[src/rtl/regfile_pkg.sv]
package regfile_pkg;

   localparam int unsigned RF_DATA_W_DEF   = 32;
   localparam int unsigned RF_NUM_REGS_DEF = 8;
   localparam int unsigned RF_ID_W_DEF     = 4;

   // Read-path implementation variants
   typedef enum logic {
      RD_INDEXED = 1'b0,  // binary-indexed multiplexer
      RD_ONEHOT  = 1'b1   // one-hot select, AND-OR reduction
   } rd_style_e;

endpackage

[src/rtl/rf_id_decode.sv]
// Splits a register identifier into a "selects a real register" flag and
// a raw one-hot vector over its low index bits.
module rf_id_decode #(
   parameter int unsigned ID_W     = 4,
   parameter int unsigned NUM_REGS = 8
) (
   input  logic [ID_W-1:0]     id,
   output logic                hit,
   output logic [NUM_REGS-1:0] raw_onehot
);
   localparam int unsigned IDX_W = $clog2(NUM_REGS);
   localparam logic [ID_W-1:0] FIRST_NULL = ID_W'(NUM_REGS);

   logic [IDX_W-1:0] idx;

   assign idx = id[IDX_W-1:0];
   assign hit = (id < FIRST_NULL);

   always_comb begin
      for (int i = 0; i < NUM_REGS; i++) begin
         raw_onehot[i] = (idx == IDX_W'(i));
      end
   end
endmodule

[src/rtl/rf_storage.sv]
// One flop word per register, each with its own write select.
module rf_storage #(
   parameter int unsigned DATA_W   = 32,
   parameter int unsigned NUM_REGS = 8
) (
   input  logic                clk,
   input  logic                rst,
   input  logic [NUM_REGS-1:0] wr_sel,
   input  logic [DATA_W-1:0]   wr_data,
   output logic [DATA_W-1:0]   q [NUM_REGS]
);
   for (genvar r = 0; r < NUM_REGS; r++) begin : g_word
      always_ff @(posedge clk) begin
         if (rst) begin
            q[r] <= '0;
         end else if (wr_sel[r]) begin
            q[r] <= wr_data;
         end
      end
   end
endmodule

[src/rtl/rf_read_port.sv]
// Combinational read port; a null identifier yields zero.
module rf_read_port
   import regfile_pkg::*;
#(
   parameter int unsigned DATA_W     = 32,
   parameter int unsigned NUM_REGS   = 8,
   parameter int unsigned ID_W       = 4,
   parameter rd_style_e   READ_STYLE = RD_INDEXED
) (
   input  logic [ID_W-1:0]   id,
   input  logic [DATA_W-1:0] q [NUM_REGS],
   output logic [DATA_W-1:0] data
);
   localparam int unsigned IDX_W = $clog2(NUM_REGS);
   localparam logic [ID_W-1:0] FIRST_NULL = ID_W'(NUM_REGS);

   if (READ_STYLE == RD_ONEHOT) begin : g_onehot
      logic                hit;
      logic [NUM_REGS-1:0] raw_sel;
      logic [NUM_REGS-1:0] sel;

      rf_id_decode #(
         .ID_W     (ID_W),
         .NUM_REGS (NUM_REGS)
      ) u_dec (
         .id         (id),
         .hit        (hit),
         .raw_onehot (raw_sel)
      );

      assign sel = raw_sel & {NUM_REGS{hit}};

      always_comb begin
         data = '0;
         for (int i = 0; i < NUM_REGS; i++) begin
            data = data | (q[i] & {DATA_W{sel[i]}});
         end
      end
   end else begin : g_indexed
      logic [IDX_W-1:0] idx;
      logic             hit;

      assign idx  = id[IDX_W-1:0];
      assign hit  = (id < FIRST_NULL);
      assign data = hit ? q[idx] : '0;
   end
endmodule

[src/rtl/regfile_3p.sv]
// Two combinational read ports, one edge-triggered write port, with
// identifier codes at or above NUM_REGS reserved as "no register".
module regfile_3p
   import regfile_pkg::*;
#(
   parameter int unsigned DATA_W     = RF_DATA_W_DEF,
   parameter int unsigned NUM_REGS   = RF_NUM_REGS_DEF,
   parameter int unsigned ID_W       = RF_ID_W_DEF,
   parameter rd_style_e   READ_STYLE = RD_INDEXED
) (
   input  logic              clk,
   input  logic              rst,
   input  logic [ID_W-1:0]   rd_a_id,
   output logic [DATA_W-1:0] rd_a_data,
   input  logic [ID_W-1:0]   rd_b_id,
   output logic [DATA_W-1:0] rd_b_data,
   input  logic [ID_W-1:0]   wr_id,
   input  logic [DATA_W-1:0] wr_data
);
   localparam int unsigned ID_SPACE = 1 << ID_W;

   // Elaboration-time parameter checks
   if (NUM_REGS < 2) begin : g_chk_regs
      $error("regfile_3p: NUM_REGS must be at least 2");
   end
   if (NUM_REGS >= ID_SPACE) begin : g_chk_null
      $error("regfile_3p: ID_W leaves no code free for the null identifier");
   end
   if (DATA_W < 1) begin : g_chk_width
      $error("regfile_3p: DATA_W must be positive");
   end

   logic                wr_hit;
   logic [NUM_REGS-1:0] wr_raw;
   logic [NUM_REGS-1:0] wr_sel;
   logic [DATA_W-1:0]   regs_q [NUM_REGS];

   rf_id_decode #(
      .ID_W     (ID_W),
      .NUM_REGS (NUM_REGS)
   ) u_wr_dec (
      .id         (wr_id),
      .hit        (wr_hit),
      .raw_onehot (wr_raw)
   );

   assign wr_sel = wr_raw & {NUM_REGS{wr_hit}};

   rf_storage #(
      .DATA_W   (DATA_W),
      .NUM_REGS (NUM_REGS)
   ) u_store (
      .clk     (clk),
      .rst     (rst),
      .wr_sel  (wr_sel),
      .wr_data (wr_data),
      .q       (regs_q)
   );

   rf_read_port #(
      .DATA_W     (DATA_W),
      .NUM_REGS   (NUM_REGS),
      .ID_W       (ID_W),
      .READ_STYLE (READ_STYLE)
   ) u_rd_a (
      .id   (rd_a_id),
      .q    (regs_q),
      .data (rd_a_data)
   );

   rf_read_port #(
      .DATA_W     (DATA_W),
      .NUM_REGS   (NUM_REGS),
      .ID_W       (ID_W),
      .READ_STYLE (READ_STYLE)
   ) u_rd_b (
      .id   (rd_b_id),
      .q    (regs_q),
      .data (rd_b_data)
   );
endmodule

[config.mk]
export PLATFORM = sky130hd
export DESIGN_NAME = regfile_3p
export DESIGN_NICKNAME = d
export VERILOG_FILES = /design/src/rtl/regfile_pkg.sv /design/src/rtl/rf_id_decode.sv /design/src/rtl/rf_storage.sv /design/src/rtl/rf_read_port.sv /design/src/rtl/regfile_3p.sv
export SDC_FILE = /design/constraint.sdc
export NUM_CORES = 1
export LEC_CHECK = 0
export BUFFER_PORTS_ARGS = -buffer_cell sky130_fd_sc_hd__buf_2
export CAP_MARGIN = 5
export CORE_MARGIN = 2
export CORE_UTILIZATION = 45
export CTS_CLUSTER_DIAMETER = 60
export DETAILED_ROUTE_END_ITERATION = 16
export PLACE_DENSITY = 0.68
export RECOVER_POWER = 25
export SLEW_MARGIN = 20
export SYNTH_ARGS = -nofsm -noshare
export SYNTH_HDL_FRONTEND = slang
export SYNTH_SLANG_ARGS = --single-unit
[constraint.sdc]
create_clock -name clk -period 2 [get_ports clk]
set_input_delay 0.3 -clock clk [delete_from_list [all_inputs] [get_ports clk]]
set_output_delay 0.3 -clock clk [all_outputs]
set_load 0.005 [all_outputs]
After elaboration in Yosys (flattened, before gate mapping)
Index checks and enable logic that the tools add are counted.
- word-level logic and storage cells: 32
- register bits: 256
- eq/ne operators: 7
- bitwise gates (word level): 3
- order comparisons: 5
- reductions and logical operators: 1
- mux-type cells: 8
- operator list (kind ; count):
    32-bit binary-select mux with 3-bit select ; 2
    32-bit 2-to-1 mux ; 6
    3-bit == test, second input constant ; 4
    4-bit < comparator, second input constant ; 3
    8-bit AND ; 1
    4-bit greater-or-equal comparator, second input constant ; 2
    3-bit inverter with 4-bit output ; 2
    3-bit by 2-bit == test with 1-bit output, second input constant ; 2
    3-bit by 1-bit == test with 1-bit output, second input constant ; 1
    3-bit zero test ; 1

Depth between registers and ports, before layout
- depth in word-level cells: 5
- depth in mapped cells: 6
- depth with buffers taken out: 3

By module
From an unflattened synthesis, not the netlist that was laid out.
- cell total of the unflattened synthesis: 1175
- area total of the unflattened synthesis: 13774.5 sq um
- by module, submodules not included (module ; cells each ; seq. area each (sq um) ; instances ; area each (sq um)):
    rf_storage ; 860 ; 5124.9 ; 1 ; 9521.6
    rf_read_port ; 149 ; 0.0 ; 2 ; 2067.0
    rf_id_decode ; 9 ; 0.0 ; 1 ; 68.8
    regfile_3p ; 8 ; 0.0 ; 1 ; 50.0

Least setup slack after synthesis
Ideal clock, no wire load.
- kind: input port to output port
- start: input rd_b_id[1]
- end: output rd_b_data[12]
- slack: 360 ps
- required time: 1700 ps
- stages: 5
- path buffers: 2
- arrival time: 1340 ps
- cells stage by stage: buf_6 -> buf_6 -> mux4_1 -> mux2i_1 -> nor2_1
- word-level cells in the longest chain between the ends: 5
- RTL lines (element ; line ; source):
    start, declared ; regfile_3p.sv:15 ; input logic [ID_W-1:0] rd_b_id,
    3-bit inverter with 4-bit output (not written as such) ; rf_read_port.sv:45 ; assign data = hit ? q[idx] : '0;
    32-bit binary-select mux with 3-bit select ; rf_read_port.sv:45 ;
    32-bit 2-to-1 mux (not written as such) (2 in series) ; rf_read_port.sv:45 ;
    32-bit 2-to-1 mux * ; rf_read_port.sv:45 ;
    end, declared ; regfile_3p.sv:16 ; output logic [DATA_W-1:0] rd_b_data,
Every way passes the cells marked *; elsewhere a longest branch is shown, timed or not. The select of a mux whose other input is x is not followed.

Worst setup path in the final report
- start: register u_store.q[1] (netlist name)
- end: output rd_a_data[1]
- word-level cells in the longest chain between the ends: 4
- RTL lines (element ; line ; source):
    start, declared ; rf_storage.sv:10 ; output logic [DATA_W-1:0] q [NUM_REGS]
    start signal, assigned by index ; rf_storage.sv:17 ; q[r] <= wr_data;
    32-bit binary-select mux with 3-bit select ; rf_read_port.sv:45 ;
    32-bit 2-to-1 mux (not written as such) (2 in series) ; rf_read_port.sv:45 ;
    32-bit 2-to-1 mux ; rf_read_port.sv:45 ;
    end, declared ; regfile_3p.sv:14 ; output logic [DATA_W-1:0] rd_a_data,
No other way between the ends. The select of a mux whose other input is x is not followed.

==> impl_metrics.csv <==
group,metric,value,unit
worst_setup_path,crit_required,1700,ps
power_and_ir_drop,intPower,8.860,mW
routing,detail-route-antenna-nets,0,
cells_and_area,largest_register_ffs,256,
clock_network,path_clk_slew,60,ps
yosys,synth_most_common_cell,"nand2_1",
power_and_ir_drop,p_leak,5.543,nW
worst_hold_path,min_to,"u_store.q[205]$_SDFFE_PP0P_",
clock_network,numCtsBuffers,27,
power_and_ir_drop,power_frac_comb,10.3,%
worst_setup_path,timing.rr.start,"u_store.q[128]$_SDFFE_PP0P_",
cells_and_area,nets,1541,
yosys,ys_top_cells_by_area,"dfxtp_1 37%, nand2_1 14%, mux4_2 12%",
worst_setup_path,end_kind,"primary output",
worst_setup_path,cp-start-kind,"register",
clock_network,clk_latency,540,ps
worst_hold_path,min_from,"wr_data[13]",
power_and_ir_drop,switchingPower,2.926,mW
yosys,synth-seq-cells,256,
yosys,synth_cell_types,22,
cells_and_area,drive_gt1_share,30.08,%
clock_network,cts_tree,"yes",
yosys,synthesis.nets,1507,
routing,drc,0,
worst_setup_path,arrival,1810,ps
yosys,synth_common_cells,"512 x nand2_1, 256 x a21oi_1, 256 x dfxtp_1, 82 x buf_6, 72 x mux4_2",
yosys,ys_warn_count,0,
place,gp_congestion,0.8107,
timing,hold_ws,61.91,ps
yosys,synth_top_area_cell,"dfxtp_1",
yosys,synth.yosys.seq_area_share,36.87,%
floorplan,die_h,179.7,microns
global_routing,antenna_found_initial,3,
cells_and_area,area_delta_synth_final,11.17,%
worst_setup_path,crit_type,"reg -> out",
worst_hold_path,whs_path_depth,3,
routing,drtIter0Drc,1246,
place,place_hpwl,23.58,mm
worst_setup_path,rr_endpoint,"u_store.q[128]$_SDFFE_PP0P_",
yosys,avgSynthCellArea,9.513,sq um
floorplan,die_area,32310,sq um
status,violations,"setup timing",
place,placed_cell_area,14490,sq um
timing,worstMarginPinSlew,1083,ps
cells_and_area,largest_registers,"u_store.q: 256 flops",
yosys,yosysTopAreaCellShare,36.87,%
yosys,ys_async_sr_fraction,0,%
worst_setup_path,worstPathMaxFanout,3,
floorplan,row_count,64,
global_routing,grt_pass1_vias,11070,
worst_setup_path,r2r_setup_slack,1290,ps
yosys,synth-edff-count,0,
timing,fin_ws,-110.9,ps
floorplan,start_util,45.55,%
floorplan,ios,110,
timing,max_freq,473.7,MHz
clock_network,cts_root_buf,"clkbuf_16",
power_and_ir_drop,seq_power_share,44.9,%
timing,setup_viol,32,
timing,hold_violations,0,
global_routing,grt_max_degree,54,
routing,vias,11300,
worst_hold_path,min_path_type,"in -> reg",
power_and_ir_drop,power_frac_clock,44.8,%
power_and_ir_drop,power.share.switching,24.82,%
routing,first_pass_iters,6,
worst_setup_path,rr_worst_depth,2,
routing,wl_per_cell,21.59,microns
clock_network,cts_sinks,256,
clock_network,cts_hold_buffers,0,
place,numPortBuffers,109,
global_routing,overflow,0,
global_routing,grt_pass1_wl,63.89,mm
clock_network,htreeDepth,1,
cells_and_area,regMostFlops,"u_store.q",
routing,routed_wl,41.31,mm
flow_run,cap_viol_max_count,0,
timing,slew_violations,0,
power_and_ir_drop,peakVddDrop,0.0005677,V
timing,skew,0,ps
cells_and_area,final_cell_area,15450,sq um
power_and_ir_drop,power_density,762.8,nW/um^2
floorplan,core_area,30510,sq um
floorplan,die_x,179.7,microns
timing,rsz0062_at_grt,"yes",
timing,post-route-period-util,105.5,%
yosys,synth_cells,1461,
status,status,"complete, but fails checks",
yosys,ys.flop_type,"dfxtp_1",
yosys,synth_area,13900,sq um
global_routing,grt_usage,24.91,%
clock_network,cts_buffer_depth,3,
routing,via_per_inst,5.905,
timing,max_slew_margin,27.80,%
timing,period_needed,2111,ps
## per-stage QoR
stage	power, mW	setup WS (ps)	cells	TNS, ps	utilization [%]
after floorplan	6.233	360.5	1461	0	-
after global placement	6.536	-30.07	1855	-59.21	47.50
after detailed placement	6.561	-40.41	1855	-92.02	47.50
after CTS	11.81	-122.9	1907	-1358	50.63
after global routing	12.14	-187.7	1912	-5038	50.63
final	11.79	-110.9	1914	-1230	50.64
## placed cells by master, fill, tap and decap left out, drive strengths merged
master	instances
a21oi	256
and4b	1
and4bb	3
buf	166
bufinv	3
clkbuf	41
clkinv	6
clkinvlp	2
dfxtp	256
diode	2
inv	2
mux2i	64
mux4	128
nand2	512
nand4b	1
nand4bb	3
nor2	64
nor4	1
nor4b	3
or4	1
or4b	3
## worst max path at each step
stage	start	to	slack, ps	cells past startpoint
finish	u_store.q[1]$_SDFFE_PP0P_	rd_a_data[1]	-110	4
global route	u_store.q[0]$_SDFFE_PP0P_	rd_a_data[0]	-190	4
detailed placement	rd_b_id[1]	rd_b_data[1]	-40	7
CTS	u_store.q[1]$_SDFFE_PP0P_	rd_a_data[1]	-120	4
floorplan	rd_b_id[1]	rd_b_data[12]	360	5
global placement	rd_b_id[1]	rd_b_data[1]	-30	7
## power groups by stage
| stage | registers [mW] | logic (mW) | clock network [mW] |
|---|---|---|---|
| after detailed placement | 5.39 | 1.17 | 0 |
| after global placement | 5.39 | 1.15 | 0 |
| after CTS | 5.29 | 1.20 | 5.31 |
| final | 5.30 | 1.21 | 5.28 |
| after global routing | 5.30 | 1.29 | 5.54 |
| after floorplan | 5.37 | 0.865 | 0 |
## logic make-up (layout without fill, tap and decap cells)
logic type             after synthesis  after routing  share of synthesized area (%)
other                                0              2                              0
AOI/OAI and AO/OA                  256            256                          9.219
DFF                                256            256                          36.87
muxes                              192            192                          26.85
and+or+nand+nor                    592            592                          17.14
buffers and inverters              165            220                          9.921
## layout make-up
type	instances	area (sq um)
Fill cell	2767	15060
Multi-Input combinational cell	1040	7246
Sequential cell	256	5244
Timing Repair Buffer	170	1523
Clock buffer	37	783.3
Tap cell	396	495.5
Clock inverter	13	155.1
Antenna cell	2	5.005
## layer usage
layer  up-vias  track usage, %  wire, microns
met5         -               0             13
met4         2           6.016            817
met3        60           4.862           4250
met2       615           40.75          19610
met1      5527           34.16          16630
li1       5098               -              -
## critical path: stages (launching register included)
cell     delay (ps)
dfxtp_2         330
mux4_4          590
mux2i_1         160
nor2_1           50
buf_2           160
## timing repair
action	in CTS	in global routing
endpoints found under the setup margin	52	64
resized for setup	106	56
buffers inserted	0	5
gates cloned	2	0
pin swaps	10	14
(Power assumes the default switching activity.)
